**config.mk**
```make
export PLATFORM = sky130hd
export DESIGN_NAME = grp_clkstop_ctrl
export DESIGN_NICKNAME = d
export VERILOG_FILES = /design/src/rtl/csc_pkg.sv /design/src/rtl/csc_kind_decode.sv /design/src/rtl/csc_por_seq.sv /design/src/rtl/csc_out_stage.sv /design/src/rtl/grp_clkstop_ctrl.sv
export SDC_FILE = /design/constraint.sdc
export NUM_CORES = 1
export LEC_CHECK = 0
export BUFFER_PORTS_ARGS = -buffer_cell sky130_fd_sc_hd__buf_2
export CORE_AREA = 8 8 45 47
export CTS_CLUSTER_SIZE = 10
export DETAILED_ROUTE_END_ITERATION = 7
export DIE_AREA = 0 0 53 55
export RECOVER_POWER = 100
export SYNTH_ARGS = -nofsm -noshare
export SYNTH_HDL_FRONTEND = slang
export SYNTH_HIERARCHICAL = 1
export SYNTH_SLANG_ARGS = --single-unit
```
**constraint.sdc**
```tcl
create_clock -name clk -period 1.3 [get_ports clk]
set_clock_uncertainty 0.15 [all_clocks]
set_input_delay 0.26 -clock clk [delete_from_list [all_inputs] [get_ports clk]]
set_output_delay 0.26 -clock clk [all_outputs]
set_load 0.05 [all_outputs]
```
**src/rtl/csc_pkg.sv**
```systemverilog
package csc_pkg;

    localparam int ENC_KIND_W    = 3;
    localparam int ONEHOT_KIND_W = 5;

    typedef enum logic [2:0] {
        RK_NONE   = 3'd0,
        RK_POR1   = 3'd1,
        RK_POR2   = 3'd2,
        RK_WARM_A = 3'd3,
        RK_WARM_B = 3'd4,
        RK_DEBUG  = 3'd5
    } rst_kind_e;

    typedef enum logic [1:0] {
        SQ_HOLD     = 2'd0,
        SQ_SELF_REL = 2'd1,
        SQ_STOP_REL = 2'd2,
        SQ_RUN      = 2'd3
    } por_seq_e;

    typedef struct packed {
        logic por1;
        logic por2;
        logic warm;
        logic debug;
    } kind_flags_t;

    function automatic int kind_width(bit onehot);
        return onehot ? ONEHOT_KIND_W : ENC_KIND_W;
    endfunction

    function automatic kind_flags_t flags_of_code(logic [2:0] code);
        kind_flags_t f;
        f = '0;
        case (code)
            RK_POR1:   f.por1  = 1'b1;
            RK_POR2:   f.por2  = 1'b1;
            RK_WARM_A: f.warm  = 1'b1;
            RK_WARM_B: f.warm  = 1'b1;
            RK_DEBUG:  f.debug = 1'b1;
            default:   f       = '0;
        endcase
        return f;
    endfunction

endpackage

```
**src/rtl/csc_kind_decode.sv**
```systemverilog
module csc_kind_decode
    import csc_pkg::*;
#(
    parameter bit KIND_ONEHOT = 1'b0,
    parameter int KIND_W      = kind_width(KIND_ONEHOT)
) (
    input  logic [KIND_W-1:0] kind_i,
    output kind_flags_t       flags_o
);

    generate
        if (KIND_ONEHOT) begin : g_onehot
            // bit order: 0 por1, 1 por2, 2 warm A, 3 warm B, 4 debug
            always_comb begin
                flags_o = '0;
                if (kind_i[4])                  flags_o.debug = 1'b1;
                else if (kind_i[0])             flags_o.por1  = 1'b1;
                else if (kind_i[1])             flags_o.por2  = 1'b1;
                else if (kind_i[2] | kind_i[3]) flags_o.warm  = 1'b1;
            end
        end else begin : g_encoded
            always_comb flags_o = flags_of_code(kind_i[2:0]);
        end
    endgenerate

endmodule

```
**src/rtl/csc_por_seq.sv**
```systemverilog
module csc_por_seq
    import csc_pkg::*;
(
    input  logic     clk,
    input  logic     rst,
    input  logic     por1_i,
    input  logic     release_i,
    output por_seq_e state_o
);

    por_seq_e state_q, state_d;

    always_comb begin
        state_d = state_q;
        case (state_q)
            SQ_HOLD:     if (por1_i && release_i) state_d = SQ_SELF_REL;
            SQ_SELF_REL: state_d = SQ_STOP_REL;
            SQ_STOP_REL: state_d = SQ_RUN;
            default:     state_d = SQ_RUN;
        endcase
    end

    always_ff @(posedge clk) begin
        if (rst) state_q <= SQ_HOLD;
        else     state_q <= state_d;
    end

    assign state_o = state_q;


    self_then_stop_chk: assert property (@(posedge clk) disable iff (rst)
        state_q == SQ_SELF_REL |=> state_q == SQ_STOP_REL);


    stop_then_run_chk: assert property (@(posedge clk) disable iff (rst)
        state_q == SQ_STOP_REL |=> state_q == SQ_RUN);


    hold_without_release_chk: assert property (@(posedge clk) disable iff (rst)
        (state_q == SQ_HOLD && !(por1_i && release_i)) |=> state_q == SQ_HOLD);

endmodule

```
**src/rtl/csc_out_stage.sv**
```systemverilog
module csc_out_stage
    import csc_pkg::*;
#(
    parameter int N_GRP = 4
) (
    input  logic             clk,
    input  logic             rst,
    input  kind_flags_t      flags_i,
    input  por_seq_e         seq_i,
    input  logic [N_GRP-1:0] chip_stop_i,
    input  logic [N_GRP-1:0] jtag_stop_i,
    input  logic             jtag_flush_i,
    output logic [N_GRP-1:0] grp_stop_o,
    output logic             flush_o,
    output logic             scan_o,
    output logic             self_rel_o
);

    localparam logic [N_GRP-1:0] ALL_STOP = {N_GRP{1'b1}};

    logic [N_GRP-1:0] stop_d;
    logic             flush_d, scan_d, rel_d;

    always_comb begin
        stop_d  = '0;
        flush_d = 1'b0;
        scan_d  = 1'b0;
        rel_d   = (seq_i != SQ_HOLD);
        if (flags_i.debug) begin
            stop_d = '0;
        end else if (flags_i.por1) begin
            stop_d = (seq_i == SQ_HOLD || seq_i == SQ_SELF_REL) ? ALL_STOP : '0;
            scan_d = (seq_i != SQ_RUN);
        end else if (flags_i.por2) begin
            stop_d = '0;
        end else if (flags_i.warm) begin
            stop_d = chip_stop_i;
        end else begin
            stop_d  = jtag_stop_i;
            flush_d = jtag_flush_i;
        end
    end

    always_ff @(posedge clk) begin
        if (rst) begin
            grp_stop_o <= '0;
            flush_o    <= 1'b0;
            scan_o     <= 1'b0;
            self_rel_o <= 1'b0;
        end else begin
            grp_stop_o <= stop_d;
            flush_o    <= flush_d;
            scan_o     <= scan_d;
            self_rel_o <= rel_d;
        end
    end


    por1_hold_chk: assert property (@(posedge clk) disable iff (rst)
        (flags_i.por1 && !flags_i.debug && seq_i == SQ_HOLD) |=>
            (grp_stop_o == ALL_STOP && scan_o && !self_rel_o));


    por1_no_flush_chk: assert property (@(posedge clk) disable iff (rst)
        flags_i.por1 |=> !flush_o);


    warm_follow_chk: assert property (@(posedge clk) disable iff (rst)
        (flags_i.warm && !flags_i.debug && !flags_i.por1 && !flags_i.por2) |=>
            (grp_stop_o == $past(chip_stop_i) && !flush_o));


    debug_run_chk: assert property (@(posedge clk) disable iff (rst)
        flags_i.debug |=> grp_stop_o == '0);


    por2_run_chk: assert property (@(posedge clk) disable iff (rst)
        flags_i.por2 |=> grp_stop_o == '0);


    idle_quiet_chk: assert property (@(posedge clk) disable iff (rst)
        (flags_i == '0 && jtag_stop_i == '0 && !jtag_flush_i) |=>
            (grp_stop_o == '0 && !flush_o && !scan_o));

endmodule

```
**src/rtl/grp_clkstop_ctrl.sv**
```systemverilog
module grp_clkstop_ctrl
    import csc_pkg::*;
#(
    parameter int N_GRP       = 4,
    parameter bit KIND_ONEHOT = 1'b0,
    parameter int KIND_W      = kind_width(KIND_ONEHOT)
) (
    input  logic              clk,
    input  logic              rst,
    input  logic [KIND_W-1:0] rst_kind_i,
    input  logic              early_rel_i,
    input  logic [N_GRP-1:0]  chip_stop_req_i,
    input  logic [N_GRP-1:0]  jtag_stop_req_i,
    input  logic              jtag_flush_req_i,
    output logic [N_GRP-1:0]  grp_stop_o,
    output logic              flush_clk_en_o,
    output logic              scan_en_o,
    output logic              self_rel_o
);

    kind_flags_t flags;
    por_seq_e    seq;

    csc_kind_decode #(
        .KIND_ONEHOT (KIND_ONEHOT),
        .KIND_W      (KIND_W)
    ) kind_dec_i (
        .kind_i  (rst_kind_i),
        .flags_o (flags)
    );

    csc_por_seq seq_i (
        .clk       (clk),
        .rst       (rst),
        .por1_i    (flags.por1),
        .release_i (early_rel_i),
        .state_o   (seq)
    );

    csc_out_stage #(
        .N_GRP (N_GRP)
    ) out_i (
        .clk          (clk),
        .rst          (rst),
        .flags_i      (flags),
        .seq_i        (seq),
        .chip_stop_i  (chip_stop_req_i),
        .jtag_stop_i  (jtag_stop_req_i),
        .jtag_flush_i (jtag_flush_req_i),
        .grp_stop_o   (grp_stop_o),
        .flush_o      (flush_clk_en_o),
        .scan_o       (scan_en_o),
        .self_rel_o   (self_rel_o)
    );


    scan_drop_after_rel_chk: assert property (@(posedge clk) disable iff (rst)
        ($fell(scan_en_o) && $past(flags.por1)) |-> self_rel_o);

endmodule

```
# == Word-level counts from Yosys, hierarchy flattened ==
# Index checks and enable logic that the tools add are counted.
# word_totals
regBits,9
# op_classes
bitwise,1
eq_ne,8
n_reduce_logical,8
mux,10
# ops
cell,count
two-way mux 4 bit,4
"equality test 3 x 2 -> 1 bit, second input constant",2
"equality test 3 bit, second input constant",2
OR reduction 5 bit,1
two-way mux 1 bit,4
"!= test 2 bit, second input constant",2
case mux 2 bit (2 select lines),1
OR reduction 2 bit,2
"equality test 3 x 1 -> 1 bit, second input constant",1
OR reduction 3 bit,1
"equality test 2 x 1 -> 1 bit, second input constant",1
zero test 2 bit,1
two-way mux 2 bit,1
nonzero test 2 bit,1
logical AND 1 bit,1
logical OR 1 bit,1
inverter 1 bit,1

# == Logic depth before layout (Yosys ltp) ==
# Gate-level depths: netlist (run 1).
# logic_depth
ltp_word,6
mapped_depth,5

# == Cells and area by module ==
# The synthesis (run 1) kept the hierarchy.
# by_module_without_submodules
mod,instances,cells_each,seq_area_each_um2,area_each_um2
csc_out_stage,1,23,140.1,257.7
csc_por_seq,1,7,40.0,63.8
csc_kind_decode,1,6,0.0,41.3

# == Worst setup path before layout (run 1) ==
# Ideal clock, no wire load.
# synth_timing
path_kind,input to register
start,in rst_kind_i[1]
end,reg out_i.grp_stop_o[0]
arrival_ps,1160
path_buffers,0
setup_slack_ps,-79
required_ps,1081
cell_stages,3
cell_sequence,nor3b_1 > or4b_1 > o21ai_1
# synth_via
elab_chain_len,6
elab_cells_between_ends,14
cone_classes,eq/ne (5); mux (7); reduce/logical (2)
# synth_lines
item,line_no,source
start: declaration,grp_clkstop_ctrl.sv:10,"input logic [KIND_W-1:0] rst_kind_i,"
equality test 3 x 2 -> 1 bit / equality test 3 bit (equally long branches),csc_pkg.sv:36,case (code)
OR reduction 2 bit (no source line),--,
two-way mux 1 bit,csc_pkg.sv:36,
two-way mux 4 bit,csc_out_stage.sv:36,end else if (flags_i.warm) begin
two-way mux 4 bit,csc_out_stage.sv:34,end else if (flags_i.por2) begin
two-way mux 4 bit,csc_out_stage.sv:31,end else if (flags_i.por1) begin
end signal: assignment,csc_out_stage.sv:51,grp_stop_o <= stop_d;
end: declaration,csc_out_stage.sv:13,"output logic [N_GRP-1:0] grp_stop_o,"
# Parallel ways exist; a longest one is shown, timed or not.
# A chain may end at the register's enable or synchronous reset.

==> impl_metrics.tcl, run 1 <==
set metrics [dict create \
    die-area_um2 2920 \
    power_leakage_nw 0.260 \
    drv_cap 0 \
    async_flop_share 0 \
    dr.pass1.iters 2 \
    totalWireLength_um 966 \
    grt_overflow_total 0 \
    clk_latency_ps 250 \
    wl_per_cell_um 11.8 \
    rr_endpoint "out_i/grp_stop_o[1]" \
    cp-start-kind "input port" \
    path_depth 4 \
    post-route-util 0.407 \
    fin_area_um2 563 \
    place.gp.congestion 0.776 \
    root_buffer "clkbuf_4" \
    slew_viol_final 0 \
    tightest_slew_ps 321 \
    areaGrowthSynthToFinish_pct 55.2 \
    htreeDepth 1 \
    grt_use_met2 0.104 \
    antennaDiodeCount 0 \
    yosys_warnings 6 \
    yosysSeqAreaShare 0.497 \
    numCtsBuffers 3 \
    critPathKind "input port to register" \
    period_share 0.973 \
    antenna_found_initial 0 \
    status "finished, final reports clean" \
    core_area_um2 1380 \
    syn_nets 51 \
    r2r_slack_ps 90 \
    powerDensity_nw_per_um2 1180 \
    clk_pin_slew_ps 60 \
    dieHeight_um 55 \
    initial_utilization 0.262 \
    fmax_mhz 791 \
    crit_family "simple AND/OR/NAND/NOR gates" \
    core.rowCount 14 \
    num_vias 355 \
    busiest_layer "met2" \
    postCtsHoldBufs 0 \
    slowest_delay_ps 520 \
    port_buffers 21 \
    fin_crit_ps 1260 \
    grt_pass1_vias 375 \
    ys.flop_type "dfxtp_1" \
    critPathMaxFanout 5 \
    slew_headroom 0.785 \
    critPathArrivalTime_ps 1300 \
    synth.ff_latch_count 9 \
    cts_tree "built" \
    finalSetupTns_ps 0 \
    end_kind "register" \
    grt_use_total 0.0751 \
    crit_chain "buf_2 -> and3b_2 -> or4_4 -> o21ai_1" \
    hold_path_class "input port to register" \
    crit_path_top_delay_cell "or4_4" \
    dp_hpwl_um 783 \
    drt_iter0_drc 6 \
    viasPerCell 4.33 \
    crit_path_end "out_i/grp_stop_o[1]" \
    setup_viol 0 \
    finalHoldViolCount 0 \
    hold_start "jtag_flush_req_i" \
    synth.avg_cell_area_um2 10.1 \
    drcViolationCount 0 \
    crit_required_ps 1330 \
    fp.dieW_um 53 \
    grt_max_degree 6 \
    peakVddDrop_uv 326 \
    clock_path_buffers 2 \
    met3_usage 0.0241 \
    cts_sinks 9 \
    drive_gt1_frac 0.515 \
    grt_pass1_wl_mm 1.61 \
    drtAntennaViolNets 0 \
    nNetsFinal 82 \
    ff2ff_path_depth 2 \
    startpoint "rst_kind_i[2]" \
    top_level_ports 22 \
    syn_area_um2 363 \
    synth_edf_count 0 \
    cts_setup_buffers 0 \
    synth_cell_types 17 \
    rsz0062_at_grt "yes" \
    use_met1 0.0873 \
    crit_buf_inv 1 \
    whs_ps 93.2 \
    timing.rr.start "seq_i/state_o[1]" \
    placed_cell_area_um2 534 \
    netlist_instances 36 \
]
## worst min-delay path by stage
stage,endpoint,slack [ps],cells after the start
2_1_floorplan,seq_i/state_o[0],180,1
3_3_place_gp,out_i/self_rel_o,340,2
3_5_place_dp,out_i/self_rel_o,350,2
4_1_cts,out_i/flush_o,90,2
5_1_grt,out_i/grp_stop_o[2],120,3
6_report,out_i/flush_o,90,2
## kinds of logic (layout without fill, tap and decap cells)
family          Yosys count  count (layout)  share of synthesized area
compound gates            7               7                      0.110
buf+inv                   3              33                     0.0310
mux                       4               4                      0.110
flops                     9               9                      0.497
simple gates             13              13                      0.252
## layout by cell type, fill, tap and decap left out, drive strengths merged
| master | count |
|---|---|
| nand3b | 1 |
| nand2b | 1 |
| buf | 19 |
| a21oi | 1 |
| o21ai | 4 |
| nor3b | 3 |
| inv | 2 |
| mux2i | 4 |
| nand2 | 1 |
| or4b | 1 |
| nor2 | 4 |
| dfxtp | 9 |
| or4 | 1 |
| and3b | 1 |
| a2111oi | 1 |
| o22ai | 1 |
| clkbuf | 12 |
## where the power goes
| group | leakage [nW] | switching (mW) | internal [mW] |
|---|---|---|---|
| sequential | 0.0739 | 0.00572 | 0.294 |
| clock | 0.0150 | 0.0915 | 0.118 |
| combinational | 0.171 | 0.0963 | 0.0588 |
## state kept, by name (all words and copies together) (netlist names)
| signal | count |
|---|---|
| out_i/scan_o | 1 |
| seq_i/state_o | 2 |
| out_i/flush_o | 1 |
| out_i/grp_stop_o | 4 |
| out_i/self_rel_o | 1 |
## metal layers
metal	part of all wire	up-vias	routed length (µm)
met5	0	-	0
met4	0	0	0
met3	0.11	0	108
met2	0.45	13	439
met1	0.43	150	418
li1	-	192	-
## cell usage after synthesis (all sizes together), types with 2 or more instances
cell type / n / area, µm²
mux2i: 4 / 40.0
nor2: 4 / 15.0
nor3b: 3 / 27.5
inv: 2 / 7.51
dfxtp: 9 / 180
o21ai: 4 / 20.0
## through the flow
| stage | setup WS, ps | std cells | total power [mW] |
|---|---|---|---|
| floorplan | -33.0 | 36 | 0.400 |
| global placement | -204 | 78 | 0.458 |
| detailed placement | -304 | 78 | 0.461 |
| CTS | 39.7 | 82 | 0.676 |
| global route | -7.23 | 82 | 0.704 |
| finish | 35.5 | 82 | 0.664 |
## area by class of cell
type / instances / area, µm²
inverters: 2 / 7.51
repair buffers: 27 / 146
clock buffers: 4 / 26.3
flip-flops and latches: 9 / 180
well taps: 16 / 20.0
multi-input cells: 24 / 183
fillers: 142 / 821
## timing repair
item / in CTS / in global routing
hold endpoints to repair: 0 / 0
gates resized for setup: 1 / 1
endpoints found under the setup margin: 1 / 1
No activity file was read; power rests on OpenSTA's default activity.
==> inputs of run 2 (changes only) <==
==> constraint.sdc (replaced) <==
create_clock -name clk -period 1.6 [get_ports clk]
set_clock_uncertainty 0.15 [all_clocks]
set_input_delay 0.32 -clock clk [delete_from_list [all_inputs] [get_ports clk]]
set_output_delay 0.32 -clock clk [all_outputs]
set_load 0.05 [all_outputs]
==> run 2 against run 1 <==
Compared with the run above:
- hold slack better by 48 ps
- highest routed layer is now met4
- non-clock buffer count fell by 2
- sequential power is 18% lower
- largest cell class is now sequential cells
- critical path type unchanged
==> impl_metrics.tcl, run 2 (synthesis gave the netlist of run 1 again) <==
set metrics [dict create \
    post_cts_resized 0 \
    hold_path_class "input port to register" \
    p_sw_frac 0.289 \
    clk_latency_ps 260 \
    critPathKind "input port to register" \
    cp-start-kind "input port" \
    initial_utilization 0.262 \
    largest_reg_flops 4 \
    viasPerCell 4.46 \
    nNetsFinal 80 \
    end_kind "register" \
    largest_register "out_i/grp_stop_o" \
    cts_setup_buffers 0 \
    num_vias 357 \
    wl_per_cell_um 11.5 \
    critPathMaxFanout 4 \
    seqPwrFrac 0.460 \
    cts_sinks 9 \
    p_sw_mw 0.153 \
    grt_pass1_vias 355 \
    crit_required_ps 1630 \
    crit_chain "clkbuf_1 -> nor3b_1 -> or4b_1 -> o21ai_0" \
    cts_tree "built" \
    power_frac_comb 0.220 \
    totalWireLength_um 916 \
    status "finished, final reports clean" \
    root_buffer "clkbuf_4" \
    setup_viol 0 \
    crit_path_top_delay_cell "or4b_1" \
    fin_crit_ps 1390 \
    dieHeight_um 55 \
    period_share 0.872 \
    power_leakage_nw 0.248 \
    grt_max_degree 7 \
    critPathArrivalTime_ps 1430 \
    port_buffers 21 \
    fin_cells 80 \
    areaGrowthSynthToFinish_pct 47.6 \
    slew_headroom 0.734 \
    antenna_found_initial 0 \
    peakVddDrop_uv 331 \
    p_int_mw 0.377 \
    finalHoldViolCount 0 \
    tightest_slew_ps 398 \
    clock_path_buffers 2 \
    dp_hpwl_um 753 \
    fmax_mhz 717 \
    crit_family "simple AND/OR/NAND/NOR gates" \
    slowest_delay_ps 530 \
    drv_cap 0 \
    clkPwrFrac 0.320 \
    grt_pass1_wl_mm 1.50 \
    antennaDiodeCount 0 \
    postCtsHoldBufs 0 \
    final_cell_mix "13 x buf_2, 9 x dfxtp_1, 7 x clkbuf_2" \
    die-area_um2 2920 \
    fp.dieW_um 53 \
    clk_pin_slew_ps 50 \
    core_area_um2 1380 \
    core.rowCount 14 \
    drcViolationCount 0 \
    drt_iter0_drc 1 \
    place.gp.congestion 0.756 \
    layout_commonest_cell "buf_2" \
    drive_gt1_frac 0.453 \
    slew_viol_final 0 \
    finalSetupTns_ps 0 \
    grt_use_total 0.0723 \
    crit_buf_inv 1 \
    dr.pass1.iters 2 \
    htreeDepth 1 \
    numCtsBuffers 3 \
    powerDensity_nw_per_um2 990 \
    grt_overflow_total 0 \
    top_level_ports 22 \
    dp.cells 76 \
    drtAntennaViolNets 0 \
    rsz0062_at_grt "no" \
]
## run 2: path summary, 6_finish.rpt
check | to | cells past startpoint | slack [ps] | start
setup / recovery | out_i/grp_stop_o[1] | 4 | 210 | rst_kind_i[1]
hold / removal | seq_i/state_o[0] | 2 | 140 | rst
setup reg to reg | out_i/grp_stop_o[1] | 2 | 360 | seq_i/state_o[1]
hold reg to reg | out_i/self_rel_o | 2 | 360 | seq_i/state_o[0]
## run 2: area by class of cell
cell class | count | area (µm²)
fillers | 147 | 848
inverters | 2 | 7.51
multi-input cells | 24 | 168
flip-flops and latches | 9 | 180
repair buffers | 25 | 134
well taps | 16 | 20.0
clock buffers | 4 | 26.3
## run 2: metrics by stage
| step | cell area [µm²] | utilization | worst slack (ps) | hold slack, ps | power, mW |
|---|---|---|---|---|---|
| after floorplan | 363 | - | 161 | 239 | 0.324 |
| after global routing | 536 | 0.387 | 54.6 | 131 | 0.570 |
| final | 536 | 0.387 | 205 | 141 | 0.530 |
| after detailed placement | 514 | 0.372 | -75.9 | 336 | 0.370 |
| after global placement | 514 | 0.372 | -43.2 | 332 | 0.369 |
| after CTS | 541 | 0.391 | 183 | 135 | 0.542 |
## run 2: routing by layer
metal  track usage  vias up  routed length, µm
li1              -      183                  -
met1        0.0749      151                406
met2        0.0977       19                358
met3        0.0321        4                115
met4        0.0905        0                 36
met5             0        -                  0
## run 2: worst reg2reg max path: cells and delay by family (launching register included)
| kind | cells | cell delay, ps |
|---|---|---|
| simple gates | 1 | 580 |
| compound gates | 1 | 90 |
| flops | 1 | 340 |
## run 2: power by group through the flow
stage          combinational, mW  sequential, mW  clock, mW
2_1_floorplan             0.0329           0.291          0
3_3_place_gp               0.121           0.248          0
3_5_place_dp               0.122           0.248          0
4_1_cts                    0.122           0.243      0.177
5_1_grt                    0.127           0.245      0.198
6_report                   0.117           0.244      0.169
==> inputs of run 3 (changes only) <==
--- a/config.mk
+++ b/config.mk
@@ -10,8 +10,8 @@
 export CTS_CLUSTER_SIZE = 10
 export DETAILED_ROUTE_END_ITERATION = 7
 export DIE_AREA = 0 0 53 55
-export RECOVER_POWER = 100
 export SYNTH_ARGS = -nofsm -noshare
 export SYNTH_HDL_FRONTEND = slang
 export SYNTH_HIERARCHICAL = 1
 export SYNTH_SLANG_ARGS = --single-unit
+export TNS_END_PERCENT = 100
==> run 3 against run 2 <==
Compared with the run above:
- first-iteration DRC count is the same
- via count shrank 1.4%
- sequential power is essentially flat
- register-to-register slack is essentially flat
- hold slack gained 2.9 ps
- clock-buffer cell count is the same
- global-route usage is the same
- total power grew 0.63%
- clock power is essentially flat
==> impl_metrics.tcl, run 3 (synthesis gave the netlist of run 1 again) <==
set metrics [dict create \
    met3_usage 0.0321 \
    layout_commonest_cell "buf_2" \
    grt_max_degree 7 \
    r2r_slack_ps 350 \
    rsz0062_at_grt "no" \
    cts_sinks 9 \
    status "finished, final reports clean" \
    htreeDepth 1 \
    num_vias 352 \
    post_cts_resized 0 \
    totalWireLength_um 914 \
    grt_pass1_wl_mm 1.50 \
    peakVddDrop_uv 345 \
    root_buffer "clkbuf_4" \
    numCtsBuffers 3 \
    areaGrowthSynthToFinish_pct 49.0 \
    crit_path_top_delay_cell "or4b_1" \
    busiest_layer "met2" \
    core.rowCount 14 \
    hold_path_class "input port to register" \
    finalHoldViolCount 0 \
    cts_setup_buffers 0 \
    cts_tree "built" \
    power_leakage_nw 0.256 \
    antennaDiodeCount 0 \
    slew_viol_final 0 \
    tightest_slew_ps 420 \
    drcViolationCount 0 \
    port_buffers 21 \
    powerDensity_nw_per_um2 987 \
    fin_crit_ps 1420 \
    end_kind "register" \
    grt_pass1_vias 355 \
    drtAntennaViolNets 0 \
    dr.pass1.iters 2 \
    fin_ws_ps 176 \
    core_area_um2 1380 \
    place_ws_ps -75.9 \
    clock_path_buffers 2 \
    die-area_um2 2920 \
    crit_chain "buf_2 -> nor3b_1 -> or4b_1 -> o21ai_1" \
    drive_gt1_frac 0.484 \
    period_share 0.890 \
    crit_required_ps 1640 \
    setup_viol 0 \
    grt_use_total 0.0723 \
    critPathKind "input port to register" \
    use_met1 0.0749 \
    whs_ps 144 \
    drt_iter0_drc 1 \
    postCtsHoldBufs 0 \
    clk_pin_slew_ps 50 \
    grt_use_met2 0.0977 \
    largest_register "out_i/grp_stop_o" \
    initial_utilization 0.262 \
    fp.dieW_um 53 \
    place.gp.congestion 0.756 \
    cp-start-kind "input port" \
    top_level_ports 22 \
    dieHeight_um 55 \
    slowest_delay_ps 540 \
    drv_cap 0 \
    finalSetupTns_ps 0 \
    viasPerCell 4.40 \
    fmax_mhz 702 \
    slew_headroom 0.720 \
    crit_family "simple AND/OR/NAND/NOR gates" \
    crit_buf_inv 1 \
    nNetsFinal 80 \
    clk_latency_ps 260 \
    critPathMaxFanout 4 \
    antenna_found_initial 0 \
    grt_overflow_total 0 \
    wl_per_cell_um 11.4 \
    largest_reg_flops 4 \
    final_cell_mix "21 x buf_2, 9 x dfxtp_1" \
    critPathArrivalTime_ps 1460 \
    dp_hpwl_um 753 \
]
## run 3: final cells by class
type	instances	area, µm²
clock buffers	4	26.3
fillers	147	843
inverters	2	7.51
multi-input cells	24	171
flip-flops and latches	9	180
well taps	16	20.0
repair buffers	25	135
## run 3: path summary, 6_finish.rpt
kind                    startpoint                  end  cells after the start
setup / recovery     rst_kind_i[1]  out_i/grp_stop_o[1]                      4
hold / removal                 rst     seq_i/state_o[0]                      2
setup reg to reg  seq_i/state_o[1]  out_i/grp_stop_o[1]                      2
hold reg to reg   seq_i/state_o[1]     seq_i/state_o[0]                      2
## run 3: per-layer routing
layer  routed length, µm  vias up
met1                 393      146
met3                 123        4
met5                   0        -
li1                    -      183
met2                 361       19
met4                  36        0
## run 3: per-stage QoR
step,util,total power [mW],std cells,cell area (µm²)
floorplan,-,0.324,36,363
CTS,0.391,0.542,80,541
finish,0.391,0.533,80,541
detailed placement,0.372,0.370,76,514
global placement,0.372,0.369,76,514
global route,0.391,0.574,80,541
## run 3: power by group
group	internal [mW]	leakage [nW]	switching (mW)
combinational	0.0456	0.167	0.0755
sequential	0.239	0.0739	0.00468
clock	0.0957	0.0150	0.0733
